## src/rtl/irq_arb_pkg.sv

```systemverilog
package irq_arb_pkg;
  localparam int LEVELS    = 8;
  localparam int PRIO_W    = 3;
  localparam int LVL_W     = PRIO_W + 1;
  localparam int VEC_W     = 4;
  localparam int TRAP_LVL  = LEVELS;
  localparam int TRAP_BASE = 1;
  localparam int TOP_SLOT  = 15;

  function automatic logic [VEC_W-1:0] lvl_vector(input logic [PRIO_W-1:0] lvl);
    return VEC_W'(TOP_SLOT) - VEC_W'(lvl);
  endfunction

  function automatic logic [VEC_W-1:0] trap_vector(input logic [2:0] idx);
    return VEC_W'(TRAP_BASE) + VEC_W'(idx);
  endfunction
endpackage

```

## src/rtl/irq_sample.sv

```systemverilog
module irq_sample #(
  parameter int NUM_SRC  = 8,
  parameter int NUM_TRAP = 5
) (
  input  logic                clk,
  input  logic                rst_n,
  input  logic [NUM_SRC-1:0]  flag_i,
  input  logic [NUM_TRAP-1:0] trap_i,
  output logic [NUM_SRC-1:0]  flag_q,
  output logic [NUM_TRAP-1:0] trap_q
);
  always_ff @(posedge clk) begin
    if (!rst_n) begin
      flag_q <= '0;
      trap_q <= '0;
    end else begin
      flag_q <= flag_i;
      trap_q <= trap_i;
    end
  end
endmodule

```

## src/rtl/irq_rank.sv

```systemverilog
module irq_rank
  import irq_arb_pkg::*;
#(
  parameter int NUM_SRC  = 8,
  parameter int NUM_TRAP = 5,
  localparam int SRC_W   = (NUM_SRC > 1) ? $clog2(NUM_SRC) : 1,
  localparam int TRAP_W  = 3
) (
  input  logic                     clk,
  input  logic                     rst_n,
  input  logic [NUM_SRC-1:0]       flag_q,
  input  logic [NUM_SRC*PRIO_W-1:0] prio_i,
  input  logic [NUM_TRAP-1:0]      trap_q,
  output logic [LEVELS-1:0]        bus_q,
  output logic                     irq_hit_q,
  output logic [PRIO_W-1:0]        lvl_q,
  output logic [SRC_W-1:0]         src_q,
  output logic                     trap_hit_q,
  output logic [TRAP_W-1:0]        tidx_q
);
  logic [LEVELS-1:0] bus_d;
  logic              irq_hit_d;
  logic [PRIO_W-1:0] lvl_d;
  logic [SRC_W-1:0]  src_d;
  logic [TRAP_W-1:0] tidx_d;

  always_comb begin
    logic [PRIO_W-1:0] lv;
    bus_d     = '0;
    irq_hit_d = 1'b0;
    lvl_d     = '0;
    src_d     = '0;
    lv        = '0;
    for (int s = 0; s < NUM_SRC; s++) begin
      lv = prio_i[s*PRIO_W +: PRIO_W];
      if (flag_q[s]) begin
        bus_d[lv] = 1'b1;
        if (!irq_hit_d || lv > lvl_d) begin
          lvl_d = lv;
          src_d = SRC_W'(s);
        end
        irq_hit_d = 1'b1;
      end
    end
  end

  always_comb begin
    tidx_d = '0;
    for (int t = NUM_TRAP - 1; t >= 0; t--) begin
      if (trap_q[t]) tidx_d = TRAP_W'(t);
    end
  end

  always_ff @(posedge clk) begin
    if (!rst_n) begin
      bus_q      <= '0;
      irq_hit_q  <= 1'b0;
      lvl_q      <= '0;
      src_q      <= '0;
      trap_hit_q <= 1'b0;
      tidx_q     <= '0;
    end else begin
      bus_q      <= bus_d;
      irq_hit_q  <= irq_hit_d;
      lvl_q      <= lvl_d;
      src_q      <= src_d;
      trap_hit_q <= |trap_q;
      tidx_q     <= tidx_d;
    end
  end
endmodule

```

## src/rtl/irq_gate.sv

```systemverilog
module irq_gate
  import irq_arb_pkg::*;
(
  input  logic              irq_hit,
  input  logic [PRIO_W-1:0] lvl,
  input  logic              trap_hit,
  input  logic [2:0]        tidx,
  input  logic              gie,
  input  logic              nest_en,
  input  logic              busy,
  input  logic [LVL_W-1:0]  cpu_prio,
  output logic              take,
  output logic [VEC_W-1:0]  vec,
  output logic [LVL_W-1:0]  eff_lvl,
  output logic              above,
  output logic              allowed
);
  logic bypass;

  always_comb begin
    eff_lvl = trap_hit ? LVL_W'(TRAP_LVL) : {1'b0, lvl};
    above   = eff_lvl > cpu_prio;
    bypass  = trap_hit | (lvl == PRIO_W'(LEVELS - 1));
    allowed = bypass | (gie & (nest_en | ~busy));
    take    = (trap_hit | irq_hit) & above & allowed;
    vec     = trap_hit ? trap_vector(tidx) : lvl_vector(lvl);
  end
endmodule

```

## src/rtl/irq_arb.sv

```systemverilog
module irq_arb
  import irq_arb_pkg::*;
#(
  parameter int NUM_SRC  = 8,
  parameter int NUM_TRAP = 5,
  localparam int SRC_W   = (NUM_SRC > 1) ? $clog2(NUM_SRC) : 1
) (
  input  logic                      clk,
  input  logic                      rst_n,
  input  logic [NUM_SRC-1:0]        flag_i,
  input  logic [NUM_SRC*PRIO_W-1:0] prio_i,
  input  logic [NUM_TRAP-1:0]       trap_i,
  input  logic                      gie_we_i,
  input  logic                      gie_d_i,
  input  logic                      nest_en_i,
  input  logic                      busy_i,
  input  logic [LVL_W-1:0]          cpu_prio_i,
  output logic [LEVELS-1:0]         irq_bus_o,
  output logic                      take_o,
  output logic [VEC_W-1:0]          vec_o,
  output logic [SRC_W-1:0]          src_o,
  output logic [LVL_W-1:0]          new_prio_o
);
  logic [NUM_SRC-1:0]  flag_q;
  logic [NUM_TRAP-1:0] trap_q;
  logic                irq_hit_q;
  logic [PRIO_W-1:0]   lvl_q;
  logic                trap_hit_q;
  logic [2:0]          tidx_q;
  logic                gie_q;
  logic                above_w;
  logic                allowed_w;

  always_ff @(posedge clk) begin
    if (!rst_n)        gie_q <= 1'b0;
    else if (gie_we_i) gie_q <= gie_d_i;
  end

  irq_sample #(.NUM_SRC(NUM_SRC), .NUM_TRAP(NUM_TRAP)) u_sample (
    .clk(clk), .rst_n(rst_n), .flag_i(flag_i), .trap_i(trap_i),
    .flag_q(flag_q), .trap_q(trap_q)
  );

  irq_rank #(.NUM_SRC(NUM_SRC), .NUM_TRAP(NUM_TRAP)) u_rank (
    .clk(clk), .rst_n(rst_n), .flag_q(flag_q), .prio_i(prio_i), .trap_q(trap_q),
    .bus_q(irq_bus_o), .irq_hit_q(irq_hit_q), .lvl_q(lvl_q), .src_q(src_o),
    .trap_hit_q(trap_hit_q), .tidx_q(tidx_q)
  );

  irq_gate u_gate (
    .irq_hit(irq_hit_q), .lvl(lvl_q), .trap_hit(trap_hit_q), .tidx(tidx_q),
    .gie(gie_q), .nest_en(nest_en_i), .busy(busy_i), .cpu_prio(cpu_prio_i),
    .take(take_o), .vec(vec_o), .eff_lvl(new_prio_o),
    .above(above_w), .allowed(allowed_w)
  );
endmodule

```

## config.mk

```make
export PLATFORM = sky130hd
export DESIGN_NAME = irq_arb
export DESIGN_NICKNAME = d
export VERILOG_FILES = /design/src/rtl/irq_arb_pkg.sv /design/src/rtl/irq_sample.sv /design/src/rtl/irq_rank.sv /design/src/rtl/irq_gate.sv /design/src/rtl/irq_arb.sv
export SDC_FILE = /design/constraint.sdc
export NUM_CORES = 1
export LEC_CHECK = 0
export ABC_AREA = 1
export BUFFER_PORTS_ARGS = -buffer_cell sky130_fd_sc_hd__buf_2
export CAP_MARGIN = 20
export CORE_MARGIN = 10
export CORE_UTILIZATION = 58
export CTS_CLUSTER_SIZE = 28
export DETAILED_ROUTE_END_ITERATION = 10
export GPL_TIMING_DRIVEN = 0
export PLACE_DENSITY = 0.85
export SYNTH_ARGS = -nofsm -noshare
export SYNTH_HDL_FRONTEND = slang
export SYNTH_HIERARCHICAL = 1
export SYNTH_SLANG_ARGS = --single-unit
```

## constraint.sdc

```tcl
create_clock -name clk -period 11.4 [get_ports clk]
set_input_delay 0.57 -clock clk [delete_from_list [all_inputs] [get_ports clk]]
set_output_delay 0.57 -clock clk [all_outputs]
set_load 0.01 [all_outputs]
```

After elaboration in Yosys (flattened, before gate mapping)
Index checks and enable logic that the tools add are counted.

Flip-flop bits (word level): 33. Bits of input ports: 47. Output and inout port bits: 20.

$add $sub $neg: 2. Order comparisons: 24. Eq/ne operators: 1. Mux-type cells: 67. Bitwise logic cells: 16. Reductions and logical operators: 26.

Operators with widths (count): 3-bit two-way mux (29); 8-bit two-way mux (8); 8-bit bitwise OR (7); 3-bit by 4-bit < comparator with 1-bit output, second input constant (8); 1-bit demux with 3-bit select (8); 3-bit by 1-bit greater-or-equal comparator with 1-bit output, second input constant (8); 3-bit > comparator (7); 1-bit two-way mux (18); 5-bit OR reduction (2); 1-bit logical AND (8); 4-bit two-way mux (2); 1-bit zero test (7); 1-bit logical OR (7); 1-bit by 3-bit adder with 4-bit output, first input constant (1); 4-bit > comparator (1); 2-bit two-way mux (2); 1-bit bitwise OR (4); 4-bit by 3-bit subtractor with 4-bit output, first input constant (1); 1-bit bitwise AND (3); 3-bit equality test, second input constant (1); 3-bit OR reduction (1); 1-bit inverter (2); 2-bit OR reduction (1).

Logic depth before layout (Yosys ltp)
Gate-level depths: netlist (run 1).

Word-level depth: 29. Mapped depth: 66.

Cells and area by module
Netlist (run 1), hierarchy kept.

By module, submodules not included: irq_rank (instances 1, cells an instance 342, area an instance 2077.0 µm², sequential area each 380.4 µm²); irq_sample (instances 1, cells an instance 40, area an instance 369.1 µm², sequential area each 260.2 µm²); irq_gate (instances 1, cells an instance 43, area an instance 232.7 µm², sequential area each 0.0 µm²); irq_arb (instances 1, cells an instance 6, area an instance 41.3 µm², sequential area each 20.0 µm²).

Worst setup path before layout (run 1)
No wires, ideal clock.

Path type: input-to-reg. Start: in prio_i[0]. End: reg u_rank.lvl_q[0]. Library setup time: 0.109 ns. Arrival: 7.183 ns. Data required time: 11.291 ns. Setup slack: 4.108 ns. Stages: 60. Path buffers: 0. Cell sequence: nand2_1 inv_1 ha_1 nand3_1 nand2_1 nand2_2 nand2_4 o21ai_0 ha_1 o21ai_0 nand3_1 nand2_1 nand2_1 nand2_2 nand2_4 o21ai_0 ha_1 inv_1 (+24 left out) nand2_1 o21ai_0 a21oi_1 nor2_1 inv_1 nor2_1 o21bai_1 inv_1 ha_1 nand2_1 o21ai_0 a21oi_1 nor2_1 inv_1 o21ai_0 inv_1 nand2_1 inv_1.

Word-level cells in the longest chain between the ends: 29.

RTL lines: start: declaration (line irq_arb.sv:11) `input logic [NUM_SRC*PRIO_W-1:0] prio_i,`; 3-bit two-way mux (*) (line irq_rank.sv:36) `if (flag_q[s]) begin`; 3-bit > comparator (line irq_rank.sv:38) `if (!irq_hit_d || lv > lvl_d) begin`; 1-bit logical OR (line irq_rank.sv:38); 3-bit two-way mux (line irq_rank.sv:38); 3-bit two-way mux (*) (line irq_rank.sv:36); 3-bit > comparator (line irq_rank.sv:38); 1-bit logical OR (line irq_rank.sv:38); 3-bit two-way mux (line irq_rank.sv:38); (+13 left out); 3-bit > comparator (line irq_rank.sv:38); 1-bit logical OR (line irq_rank.sv:38); 3-bit two-way mux (line irq_rank.sv:38); 3-bit two-way mux (*) (line irq_rank.sv:36); 3-bit > comparator (line irq_rank.sv:38); 1-bit logical OR (line irq_rank.sv:38); 3-bit two-way mux (line irq_rank.sv:38); 3-bit two-way mux (*) (line irq_rank.sv:36); end signal: assignment (line irq_rank.sv:65) `lvl_q <= lvl_d;`; end: declaration (line irq_rank.sv:16) `output logic [PRIO_W-1:0] lvl_q,`.

Every way passes the cells marked *; elsewhere a longest branch is shown, timed or not. A chain may end at the register's enable or synchronous reset.

Worst setup path after layout (run 1)
Start: reg u_sample.flag_q[0]. End: reg u_rank.lvl_q[0].

Word-level cells in the longest chain between the ends: 29. Elaborated cells on any way between the ends: 43.

RTL lines: start: declaration (line irq_sample.sv:9) `output logic [NUM_SRC-1:0] flag_q,`; start signal: assignment (line irq_sample.sv:17) `flag_q <= flag_i;`; 3-bit two-way mux or 1-bit two-way mux (tied branches) (line irq_rank.sv:36); 3-bit > comparator or 1-bit zero test (tied branches) (line irq_rank.sv:38); 1-bit logical OR (line irq_rank.sv:38); 3-bit two-way mux (line irq_rank.sv:38); 3-bit two-way mux (line irq_rank.sv:36); 3-bit > comparator (line irq_rank.sv:38); 1-bit logical OR (line irq_rank.sv:38); 3-bit two-way mux (line irq_rank.sv:38); (+13 left out); 3-bit > comparator (line irq_rank.sv:38); 1-bit logical OR (line irq_rank.sv:38); 3-bit two-way mux (line irq_rank.sv:38); 3-bit two-way mux (line irq_rank.sv:36); 3-bit > comparator (line irq_rank.sv:38); 1-bit logical OR (line irq_rank.sv:38); 3-bit two-way mux (line irq_rank.sv:38); 3-bit two-way mux (*) (line irq_rank.sv:36).

Marks and branches as above.

==> summary.txt, run 1 <==
Outcome
  – Status: finished, final reports clean

Worst setup path
  – Reg-to-reg startpoint: u_sample/flag_q[0]$_SDFF_PN0_
  – Crit-path max cell delay: 0.42 ns
  – End of the worst register-to-register path: u_rank/lvl_q[0]$_SDFF_PN0_
  – CP Max Fanout: 6
  – Worst setup SP type: flop
  – WS Path Type: reg2reg
  – Most common cell type on the critical path: nand2_1
  – Setup crit end kind: flop
  – Worst EP required: 11.59 ns
  – Critical-path top delay cell: dfxtp_1
  – WP data arrival: 8.52 ns
  – Worst r2r path cells: 60
  – Flop2flop setup slack: 3.08 ns

Clock tree
  – CTS root buf: clkbuf_8
  – TritonCTS clock tree: done
  – Worst-skew pair later-pin latency: 0.29 ns
  – CTS H-Tree Depth: 2
  – Clock Path Buffers: 2
  – Post-CTS setup buffers: 0
  – Hold buffers post-CTS: 0
  – CTS buffer count: 5
  – TritonCTS Sinks: 33
  – Resized cells post-CTS: 0
  – Clock transition at the registers of the reported paths: 0.07 ns

Hold path
  – Hold path cells: 1
  – Worst Hold Class: reg2reg
  – Worst Hold Endpoint: u_rank/tidx_q[0]$_SDFF_PP0_
  – HP Start: u_sample/trap_q[0]$_SDFF_PN0_

Floorplan
  – Rows: 24
  – Die Y: 88.4 um
  – Io pins: 67
  – Die area: 0.00782 mm^2
  – Die X-Extent: 88.4 um
  – Initial Utilization: 0.611
  – Core region area: 0.00444 mm^2

Yosys
  – Syn. warnings: 6
  – Post-synth net total: 495
  – Cell Area, Synth: 0.00272 mm^2
  – Average instance area after synthesis: 6.32 um^2
  – Post-synthesis cell count: 430

Timing
  – Worst-Margin Slew: 0.461 ns
  – Final setup fails: 0
  – Min cycle time layout: 8.32 ns
  – Top achievable clock speed: 120 MHz
  – Relative slew slack: 0.690
  – Post-route worst setup slack: 3.08 ns
  – RSZ-0062 raised after global routing: false
  – Fin crit share: 0.730
  – Hold Violations, Final: 0
  – Final Skew: 0.00297 ns
  – Sum Neg Setup Slack: 0 ns
  – WHS: 0.443 ns
  – Count of pins over their slew limit: 0

GRT
  – Gr usage total: 0.192
  – GRT overflow: 0
  – Largest net degree at the start of global routing: 13
  – Vias in the first global route: 2,830
  – Initial antenna violation count: 0
  – Global-route wire length before repair: 12,300 um

Routing
  – Total number of vias: 2,996
  – WL/cell: 13.3 um
  – Final WL: 7410 um
  – Drt initial violations: 240
  – Detail Route Antenna Nets: 0
  – Via density per instance: 5.39
  – TritonRoute pass-1 iters: 5
  – DR DRC count: 0

Place
  – Post-place setup slack: 2.97 ns
  – Placed cells: 548
  – HPWL Detailed: 6110 um
  – Placer Congestion: 0.952
  – IO Port Bufs: 66

Power and ir drop
  – Share of total power in combinational logic: 0.332
  – Leakage: 0.00181 uW
  – Internal power: 235 uW
  – Power Density: 112 mW/mm^2
  – Peak supply drop: 0.0000922 V
  – Sw Pwr: 126 uW
  – Sw Ratio: 0.349
  – Clock share of power: 0.308
  – Part of the power in registers: 0.360

Final layout
  – Antenna Cells: 0
  – Syn-to-layout area delta: 18.8%
  – Commonest non-fill, non-tap cells in the layout: inv_1, nand2_1, buf_2
  – Layout cells sized above 1: 0.224
  – Finished Layout Cells: 556
  – Post-route core utilization: 0.726
  – Final net count: 568

Flow run
  – Max-cap violations: 0
## stage by stage
| step | instance area (um^2) | power (uW) |
|---|---|---|
| floorplan | 2720 | 212 |
| global placement | 3110 | 246 |
| detailed placement | 3110 | 250 |
| CTS | 3230 | 360 |
| global route | 3230 | 386 |
| finish | 3230 | 361 |
## worst max-delay path: cells and delay by family, from the launching register on
family / cells / cell delay (ns)
and+or+nand+nor: 28 / 2.46
DFF: 1 / 0.42
buffers and inverters: 8 / 0.68
AOI/OAI and AO/OA: 17 / 2.59
adders and majority gates: 7 / 2.09
## routing by layer
layer  wire, um  track usage  vias to the layer above  part of all wire
met5          0            0                        -                 0
met4        148       0.0661                        0             0.020
met3        682       0.0460                       16             0.092
met2       3400        0.329                      150              0.46
met1       3180        0.230                     1288              0.43
li1           -            -                     1542                 -
## how the worst max path moves through the flow
stage                     depth (start not counted)                           from                    endpoint
after floorplan                                  60                      prio_i[0]  u_rank/lvl_q[0]$_SDFF_PN0_
after global placement                           61                      prio_i[0]  u_rank/lvl_q[0]$_SDFF_PN0_
after detailed placement                         63                      prio_i[0]  u_rank/lvl_q[0]$_SDFF_PN0_
after CTS                                        60  u_sample/flag_q[0]$_SDFF_PN0_  u_rank/lvl_q[0]$_SDFF_PN0_
after global routing                             60  u_sample/flag_q[0]$_SDFF_PN0_  u_rank/lvl_q[0]$_SDFF_PN0_
final                                            60  u_sample/flag_q[0]$_SDFF_PN0_  u_rank/lvl_q[0]$_SDFF_PN0_
## state kept, by name, indices dropped and copies added (netlist names)
register and cells:
gie_q 1, u_rank/bus_q 8, u_rank/irq_hit_q 1, u_rank/lvl_q 3
u_rank/src_q 3, u_rank/tidx_q 3, u_rank/trap_hit_q 1, u_sample/flag_q 8
u_sample/trap_q 5
## final cells by class
cell class / count / area, um^2
plain buffers: 7 / 38.8
well taps: 52 / 65.1
inverters: 90 / 338
repair buffers: 66 / 330
multi-input cells: 300 / 1680
clock buffers: 5 / 68.8
flip-flops and latches: 33 / 661
fillers: 383 / 1220
clock inverters: 3 / 46.3
## power groups by stage
stage / Combinational [uW] / Clock, uW / Sequential [uW]
5_1_grt: 136 / 119 / 131
3_3_place_gp: 114 / 0 / 132
6_report: 120 / 111 / 130
3_5_place_dp: 118 / 0 / 132
2_1_floorplan: 79.1 / 0 / 133
4_1_cts: 118 / 113 / 130
(Power assumes the default switching activity.)
==> inputs of run 2 (changes only) <==
--- a/config.mk
+++ b/config.mk
@@ -9,11 +9,11 @@
 export BUFFER_PORTS_ARGS = -buffer_cell sky130_fd_sc_hd__buf_2
 export CAP_MARGIN = 20
 export CORE_MARGIN = 10
-export CORE_UTILIZATION = 58
+export CORE_UTILIZATION = 54
 export CTS_CLUSTER_SIZE = 28
 export DETAILED_ROUTE_END_ITERATION = 10
 export GPL_TIMING_DRIVEN = 0
-export PLACE_DENSITY = 0.85
+export PLACE_DENSITY = 0.8
 export SYNTH_ARGS = -nofsm -noshare
 export SYNTH_HDL_FRONTEND = slang
 export SYNTH_HIERARCHICAL = 1
==> constraint.sdc (replaced) <==
create_clock -name clk -period 8.4 [get_ports clk]
set_input_delay 0.42 -clock clk [delete_from_list [all_inputs] [get_ports clk]]
set_output_delay 0.42 -clock clk [all_outputs]
set_load 0.01 [all_outputs]
==> run 2 against run 1 <==
  * Via count fell by 2.7%
  * Clock power rose by 64%
  * Highest routed layer unchanged
  * Design area rose by 2.0%
==> summary.txt, run 2 (synthesis gave the netlist of run 1 again) <==
Worst setup path
  – Setup crit end kind: flop
  – WP data arrival: 7.73 ns (-0.79 ns)
  – Bufs and invs on worst path: 9 (+1)
  – WS Path Type: reg2reg
  – Worst setup SP type: flop
  – Most common cell type on the critical path: nand2_1
  – Family with the most delay on the worst path: simple AND/OR/NAND/NOR gates
  – Worst EP required: 8.60 ns (-2.99 ns)
  – Crit-path max cell delay: 0.37 ns (-0.05 ns)
  – Critical-path top delay cell: dfxtp_4
  – CP Max Fanout: 6 (unchanged)

Final layout
  – Post-route core utilization: 0.688 (-0.0382)
  – Biggest regs: u_rank/bus_q: 8 flops, u_sample/flag_q: 8 flops, u_sample/trap_q: 5 flops
  – Commonest non-fill, non-tap cells in the layout: nand2_1, inv_1, buf_2
  – Layout cells sized above 1: 0.240 (+0.0154)
  – Antenna Cells: 0 (unchanged)
  – Finished Layout Cells: 572 (+2.9%)
  – Commonest non-fill, non-tap cell in the layout: nand2_1
  – Final net count: 569 (+0.18%)
  – Area of the multi-input gates: 0.00169 mm^2 (+0.75%)
  – Reg area: 664 um^2 (+0.57%)
  – Layout fillers: 440 (+15%)
  – Syn-to-layout area delta: 21.2%

Flow run
  – Max-cap violations: 0 (unchanged)

Timing
  – Hold Violations, Final: 0 (unchanged)
  – Fin crit share: 0.897 (+0.167)
  – Post-route worst setup slack: 0.865 ns (-2.21 ns)
  – Final setup fails: 0 (unchanged)
  – Sum Neg Setup Slack: 0 ns (unchanged)
  – Top achievable clock speed: 133 MHz (+10%)
  – Worst-Margin Slew: 0.457 ns (-0.00385 ns)
  – Final Skew: 0.00540 ns (+0.00243 ns)
  – Count of pins over their slew limit: 0 (unchanged)
  – Relative slew slack: 0.693 (+0.00259)
  – Min cycle time layout: 7.53 ns (-0.790 ns)

Power and ir drop
  – Tot Pwr: 522 uW (+45%)
  – Power Density: 159 mW/mm^2 (+42%)
  – Leakage: 0.00184 uW (+1.3%)
  – Peak supply drop: 0.000118 V (+28%)

Hold path
  – Worst Hold Class: in2reg

GRT
  – Vias in the first global route: 2,755 (-2.7%)
  – Gr usage total: 0.175 (-0.0171)
  – GRT overflow: 0 (unchanged)
  – Initial antenna violation count: 0 (unchanged)
  – Global-route wire length before repair: 12,200 um (-0.39%)
  – Largest net degree at the start of global routing: 13 (unchanged)

Place
  – IO Port Bufs: 66 (unchanged)
  – Placed cells: 563 (+2.7%)
  – HPWL Detailed: 6160 um (+0.78%)
  – Post-place setup slack: 0.0880 ns (-2.88 ns)
  – Placer Congestion: 0.960 (+0.86%)

Routing
  – Final WL: 7380 um (-0.36%)
  – DR DRC count: 0 (unchanged)
  – WL/cell: 12.9 um (-3.2%)
  – Total number of vias: 2,914 (-2.7%)
  – Via density per instance: 5.09 (-5.5%)
  – Drt initial violations: 183 (-24%)
  – Detail Route Antenna Nets: 0 (unchanged)
  – TritonRoute pass-1 iters: 5 (unchanged)

Outcome
  – Status: finished, final reports clean

Clock tree
  – Clock Path Buffers: 2 (unchanged)
  – Hold buffers post-CTS: 0 (unchanged)
  – TritonCTS Sinks: 33 (unchanged)
  – CTS buffer count: 5 (unchanged)
  – Worst-skew pair later-pin latency: 0.29 ns (about the same)
  – CTS root buf: clkbuf_8
  – TritonCTS clock tree: done
  – Clock transition at the registers of the reported paths: 0.07 ns (about the same)
  – CTS H-Tree Depth: 2 (unchanged)

Floorplan
  – Die X-Extent: 90.9 um (+2.8%)
  – Io pins: 67 (unchanged)
  – Rows: 25 (+4.2%)
  – Die area: 0.00827 mm^2 (+5.7%)
  – Core region area: 0.00479 mm^2 (+7.7%)
  – Initial Utilization: 0.568 (-0.0436)
  – Die Y: 90.9 um (+2.8%)
[run 2: layout make-up]
| class | instances | share of cell area |
|---|---|---|
| plain buffers | 7 | 0.0118 |
| clock buffers | 5 | 0.0209 |
| clock inverters | 3 | 0.0209 |
| inverters | 90 | 0.103 |
| multi-input cells | 300 | 0.514 |
| flip-flops and latches | 33 | 0.202 |
| well taps | 67 | 0.0255 |
| repair buffers | 67 | 0.103 |
[run 2: final timing paths]
check | startpoint | endpoint | slack (ns) | cells after the start
worst max-delay path | u_sample/flag_q[0]$_SDFF_PN0_ | u_rank/lvl_q[0]$_SDFF_PN0_ | 0.87 | 62
worst min register to register | u_sample/trap_q[4]$_SDFF_PN0_ | u_rank/tidx_q[2]$_SDFF_PP0_ | 0.45 | 2
worst max register to register | u_sample/flag_q[0]$_SDFF_PN0_ | u_rank/lvl_q[0]$_SDFF_PN0_ | 0.87 | 62
worst min-delay path | trap_i[4] | u_sample/trap_q[4]$_SDFF_PN0_ | 0.30 | 3
[run 2: worst reg2reg max path, delay by kind of cell, from the launching register on]
| family | cells | cell delay (ns) |
|---|---|---|
| buffers and inverters | 9 | 0.62 |
| AOI/OAI and AO/OA | 17 | 2.06 |
| adders and majority gates | 7 | 1.94 |
| and+or+nand+nor | 29 | 2.45 |
| DFF | 1 | 0.37 |
[run 2: routing by layer]
metal	GRT usage	part of all wire	vias to the layer above
met5	0	0	-
met3	0.0457	0.072	12
li1	-	-	1546
met2	0.292	0.46	104
met1	0.212	0.45	1252
met4	0.0601	0.018	0
[run 2: through the flow]
stage | instance area, um^2 | hold slack, ns
after floorplan | 2720 | 0.417
after global placement | 3130 | 0.431
after detailed placement | 3130 | 0.431
after CTS | 3270 | 0.297
after global routing | 3290 | 0.301
final | 3290 | 0.304
[run 2: what timing repair did]
action,in CTS,in global routing
setup buffers,0,1
hold endpoints to repair,0,0
setup endpoints to repair,0,6
gates resized for setup,0,14
[run 2: report_power, final]
group | leakage [uW] | switching, uW | total (uW) | internal [uW]
registers | 0.000274 | 7.63 | 176 | 168
logic | 0.00149 | 101 | 164 | 63.0
clock network | 0.0000687 | 62.2 | 182 | 119
total | 0.00184 | 171 | 522 | 351
